[src/rtl/wfs_pkg.sv]
package wfs_pkg;
  typedef enum logic {WFS_IDLE = 1'b0, WFS_EMIT = 1'b1} wfs_state_e;

  function automatic int wfs_clamp(input int j, input int n);
    if (j < 0) return 0;
    if (j > n - 1) return n - 1;
    return j;
  endfunction
endpackage

[src/rtl/wfs_init_sum.sv]
module wfs_init_sum #(
  parameter int PIX_W = 8,
  parameter int TAPS  = 16,
  parameter int ACC_W = 12
) (
  input  logic [TAPS*PIX_W-1:0] line_i,
  output logic [ACC_W-1:0]      sum_o
);
  localparam int HALF = TAPS / 2;

  logic [PIX_W-1:0] px [TAPS];

  for (genvar k = 0; k < TAPS; k++) begin : g_unpack
    assign px[k] = line_i[k*PIX_W +: PIX_W];
  end

  // Window for position 1: positions 2-HALF .. HALF, clamped low, plus centre again.
  always_comb begin
    sum_o = ACC_W'(px[1]);
    for (int j = 2 - HALF; j <= HALF; j++) begin
      sum_o = sum_o + ACC_W'(px[wfs_pkg::wfs_clamp(j, TAPS)]);
    end
  end
endmodule

[src/rtl/wfs_slide_delta.sv]
module wfs_slide_delta #(
  parameter int PIX_W   = 8,
  parameter int TAPS    = 16,
  parameter int IDX_W   = 4,
  parameter int DELTA_W = 10
) (
  input  logic [TAPS*PIX_W-1:0]     line_i,
  input  logic [IDX_W-1:0]          pos_i,
  output logic signed [DELTA_W-1:0] delta_o
);
  localparam int HALF = TAPS / 2;

  logic [PIX_W-1:0] px [TAPS];
  logic [DELTA_W-1:0] gain, loss;

  for (genvar k = 0; k < TAPS; k++) begin : g_unpack
    assign px[k] = line_i[k*PIX_W +: PIX_W];
  end

  // Step pos -> pos+1: gain next centre and next far-side sample,
  // lose current centre and oldest window sample.
  always_comb begin
    int p;
    int far_i, old_i, nxt_i;
    p     = int'(pos_i);
    far_i = wfs_pkg::wfs_clamp(p + HALF, TAPS);
    old_i = wfs_pkg::wfs_clamp(p + 1 - HALF, TAPS);
    nxt_i = wfs_pkg::wfs_clamp(p + 1, TAPS);
    gain  = DELTA_W'(px[far_i]) + DELTA_W'(px[nxt_i]);
    loss  = DELTA_W'(px[old_i]) + DELTA_W'(px[wfs_pkg::wfs_clamp(p, TAPS)]);
    delta_o = $signed(gain) - $signed(loss);
  end
endmodule

[src/rtl/wfs_round_sel.sv]
module wfs_round_sel #(
  parameter int PIX_W = 8,
  parameter int ACC_W = 12,
  parameter int SHIFT = 4
) (
  input  logic [ACC_W-1:0] acc_i,
  input  logic             wide_i,
  input  logic [PIX_W-1:0] orig_i,
  output logic [PIX_W-1:0] pix_o
);
  localparam logic [ACC_W-1:0] HALF_LSB = ACC_W'(1) << (SHIFT - 1);

  logic [ACC_W-1:0] rounded;

  always_comb begin
    rounded = (acc_i + HALF_LSB) >> SHIFT;
    pix_o   = wide_i ? rounded[PIX_W-1:0] : orig_i;
  end
endmodule

[src/rtl/wide_flat_smoother.sv]
module wide_flat_smoother #(
  parameter int PIX_W = 8,
  parameter int TAPS  = 16,
  parameter int IDX_W = $clog2(TAPS)
) (
  input  logic                  clk,
  input  logic                  rst_n,
  input  logic                  in_valid,
  output logic                  in_ready,
  input  logic [TAPS*PIX_W-1:0] in_line,
  input  logic                  in_wide,
  output logic                  out_valid,
  input  logic                  out_ready,
  output logic [PIX_W-1:0]      out_pix,
  output logic [IDX_W-1:0]      out_idx,
  output logic                  out_last,
  output logic                  done
);
  import wfs_pkg::*;

  localparam int SHIFT   = $clog2(TAPS);
  localparam int ACC_W   = PIX_W + SHIFT;
  localparam int DELTA_W = PIX_W + 2;
  localparam logic [IDX_W-1:0] POS_FIRST = IDX_W'(1);
  localparam logic [IDX_W-1:0] POS_LAST  = IDX_W'(TAPS - 2);

  wfs_state_e              state_q;
  logic [IDX_W-1:0]        pos_q;
  logic [ACC_W-1:0]        acc_q;
  logic [TAPS*PIX_W-1:0]   line_q;
  logic                    wide_q;
  logic                    done_q;

  logic [ACC_W-1:0]          init_sum;
  logic signed [DELTA_W-1:0] delta;
  logic [ACC_W-1:0]          delta_ext;
  logic [PIX_W-1:0]          orig_pix;
  logic                      accept, fire, at_last;

  wfs_init_sum #(.PIX_W(PIX_W), .TAPS(TAPS), .ACC_W(ACC_W)) u_init (
    .line_i (in_line),
    .sum_o  (init_sum)
  );

  wfs_slide_delta #(.PIX_W(PIX_W), .TAPS(TAPS), .IDX_W(IDX_W), .DELTA_W(DELTA_W)) u_delta (
    .line_i  (line_q),
    .pos_i   (pos_q),
    .delta_o (delta)
  );

  assign orig_pix = line_q[pos_q*PIX_W +: PIX_W];

  wfs_round_sel #(.PIX_W(PIX_W), .ACC_W(ACC_W), .SHIFT(SHIFT)) u_round (
    .acc_i  (acc_q),
    .wide_i (wide_q),
    .orig_i (orig_pix),
    .pix_o  (out_pix)
  );

  assign in_ready  = (state_q == WFS_IDLE);
  assign out_valid = (state_q == WFS_EMIT);
  assign at_last   = (pos_q == POS_LAST);
  assign out_last  = out_valid && at_last;
  assign out_idx   = pos_q - POS_FIRST;
  assign accept    = in_valid && in_ready;
  assign fire      = out_valid && out_ready;
  assign delta_ext = {{(ACC_W-DELTA_W){delta[DELTA_W-1]}}, delta};
  assign done      = done_q;

  always_ff @(posedge clk) begin
    if (!rst_n) begin
      state_q <= WFS_IDLE;
      pos_q   <= POS_FIRST;
      acc_q   <= '0;
      line_q  <= '0;
      wide_q  <= 1'b0;
      done_q  <= 1'b0;
    end else begin
      done_q <= fire && at_last;
      if (accept) begin
        state_q <= WFS_EMIT;
        pos_q   <= POS_FIRST;
        acc_q   <= init_sum;
        line_q  <= in_line;
        wide_q  <= in_wide;
      end else if (fire) begin
        if (at_last) begin
          state_q <= WFS_IDLE;
        end else begin
          pos_q <= pos_q + IDX_W'(1);
          acc_q <= acc_q + delta_ext;
        end
      end
    end
  end
endmodule

[config.mk]
export PLATFORM = sky130hd
export DESIGN_NAME = wide_flat_smoother
export DESIGN_NICKNAME = d
export VERILOG_FILES = /design/src/rtl/wfs_pkg.sv /design/src/rtl/wfs_init_sum.sv /design/src/rtl/wfs_slide_delta.sv /design/src/rtl/wfs_round_sel.sv /design/src/rtl/wide_flat_smoother.sv
export SDC_FILE = /design/constraint.sdc
export NUM_CORES = 1
export LEC_CHECK = 0
export CORE_MARGIN = 2
export CORE_UTILIZATION = 63
export DETAILED_ROUTE_END_ITERATION = 10
export HOLD_SLACK_MARGIN = 0.06
export PLACE_DENSITY = 0.88
export SLEW_MARGIN = 20
export SYNTH_ARGS = -nofsm -noshare
export SYNTH_HDL_FRONTEND = slang
export SYNTH_SLANG_ARGS = --single-unit
[constraint.sdc]
create_clock -name clk -period 13.58 [get_ports clk]
set_clock_uncertainty 0.15 [all_clocks]
set_input_delay 1.358 -clock clk [delete_from_list [all_inputs] [get_ports clk]]
set_output_delay 1.358 -clock clk [all_outputs]
set_load 0.02 [all_outputs]
==> out/metrics.cfg <==
[outcome]
outcome = finished clean

[sta]
maxSlewViolCount = 0
rsz0062_at_grt = no
finalSetupViolCount = 0
max_slew.worst_pin.slew_ns = 0.935
setup_tns_ns = 0
period_needed_ns = 7.96
hold_slack_ns = 0.341
period_share = 0.586
relSlewSlack = 0.376
hold_viol = 0
max_freq_ghz = 0.126

[logic_synthesis]
synth_area_leaders = dfxtp_1 (22%), fa_1 (11%), mux4_2 (10%), nand2_1 (9.5%), a21boi_0 (7.4%)
syn_inst = 1510
synth_nets = 1783
async_flop_share = 0
synth_seq_cells = 147
yosys_most_used_dff = dfxtp_1
synth_area_per_cell_um2 = 8.70
synth_edf_count = 0
synth_top_area_frac = 0.224
synth_warnings = 0
synth_top_cell_by_area = dfxtp_1
synthesis.area_um2 = 13100
ys_types = 62
ys_seq_area_frac = 0.224

[pwr]
p_total_mw = 2.56
max-vdd-ir-drop_mv = 0.219
power.leakage_nw = 6.24
power-per-cell-area_nw_per_um2 = 169

[cts]
hold_buffers = 0
root_buffer = clkbuf_16
cts.repair.resized = 0
clk_pin_slew_ns = 0.07
cts_tree = done
clock_path_buffers = 2
postCtsSetupBuffers = 0
numCtsBuffers = 17
htreeDepth = 4
clock_sinks = 147
clock_latency_ns = 0.45

[grt]
busiest_layer = met2
grt_pass1_vias = 11900
antenna_found_initial = 0
grt_max_degree = 103
grt_usage = 0.383
grt_overflow = 0
use_met2 = 0.588
grt_pass1_wl_mm = 64.8
grtUsageMet3 = 0.106
met1_usage = 0.519

[cells_and_area]
final_common_cell = nand2_1
final_cell_mix = nand2_1 (330), clkdlybuf4s50_1 (147), dfxtp_1 (144)
fillers = 1467
area_delta_synth_final_pct = 15.7
layout.nets = 1865
drive_gt1_frac = 0.0791
antenna_cells = 0

[detailed_routing]
drt_iter0_drc = 1816
first_pass_iters = 9
avgRoutedWirePerCell_um = 21.9
vias_per_cell = 6.51
routed_wl_mm = 41.0
drc = 0
vias = 12200
ant_nets = 0

[die]
die_area_um2 = 22000
chipHeight_um = 148
pin_count = 149
row_count = 52
die_w_um = 148
start_util = 0.645
core_um2 = 20400

[setup_path]
critPathMostFrequentCell = a21o_1
cp.required_ns = 13.80
start_kind = register
cp_max_fo = 45
endpoint_kind = register
critPathTopFamily = compound AO/OA/AOI/OAI gates
max_stage_delay_ns = 0.74
cp_num_buf_inv = 4
critPathKind = reg -> reg
critPathSlowestCell = ha_1
arrival_ns = 8.18

[flow_run]
maxCapViolCount = 0

[placement]
place.gp.congestion = 1.02
portBuffers = 148
place.detailed.hpwl_mm = 30.5

[min_path]
hold_path_class = reg -> reg

==> metrics by stage <==
| step | setup WS [ns] | area (µm²) | util | instances |
|---|---|---|---|---|
| 2_1_floorplan | 6.86 | 13100 | - | 1510 |
| 3_3_place_gp | 5.68 | 14600 | 0.716 | 1842 |
| 3_5_place_dp | 5.47 | 14600 | 0.716 | 1842 |
| 4_1_cts | 5.42 | 15200 | 0.745 | 1874 |
| 5_1_grt | 5.15 | 15200 | 0.746 | 1875 |
| 6_report | 5.62 | 15200 | 0.746 | 1875 |
==> final cells by class <==
type,count,area [µm²],area share
timing repair buffer,161,1600,0.105
tap,270,338,0.0222
multi-input combinational,1154,9310,0.613
inverter,111,417,0.0274
clock inverter,15,155,0.0102
sequential,147,2950,0.194
clock buffer,17,425,0.0280
==> path summary, 6_finish.rpt <==
check / end / cells after the start / slack, ns / start
setup / recovery: acc_q[11] / 27 / 5.62 / pos_q[1]
hold / removal: line_q[91] / 2 / 0.34 / line_q[91]
setup reg to reg: acc_q[11] / 27 / 5.62 / pos_q[1]
hold reg to reg: line_q[91] / 2 / 0.34 / line_q[91]
==> metal layers <==
layer,vias to the layer above,wire length [µm],share of wire
met5,-,0,0
met4,0,1930,0.047
met3,185,5200,0.13
met2,839,18200,0.44
met1,5766,15700,0.38
li1,5412,-,-
==> Yosys cell counts (all sizes together), types with 21 or more instances <==
library cell	instances
a21boi	134
a21oi	59
buf	38
clkbuf	60
dfxtp	147
fa	75
ha	65
inv	110
mux2i	50
mux4	60
nand2	333
nand3	34
nor2	51
nor2b	21
o21ai	31
xnor2	33
==> where the power goes <==
part           total [mW]  internal (mW)  switching (mW)
logic                1.56          0.699           0.864
registers           0.520          0.467          0.0537
clock network       0.476          0.246           0.230
==> worst min-delay path, stage by stage, from the launching register on <==
cell,delay (ns)
dfxtp_1,0.32
nand2_1,0.05
a21boi_0,0.06
==> kinds of logic after synthesis <==
| group | share of synthesized area |
|---|---|
| buffers and inverters | 0.0681 |
| multiplexers | 0.146 |
| AO/OA/AOI/OAI | 0.195 |
| XOR/XNOR | 0.0340 |
| flip-flops | 0.224 |
| adder cells (fa/ha/maj) | 0.176 |
| AND/OR/NAND/NOR | 0.157 |
==> state kept, by name (all words and copies together), names as in the netlist <==
register,cells
acc_q,12
done,1
pos_q,4
wide_q,1
out_valid,1
line_q,128
Power figures use the tool's default switching activity.
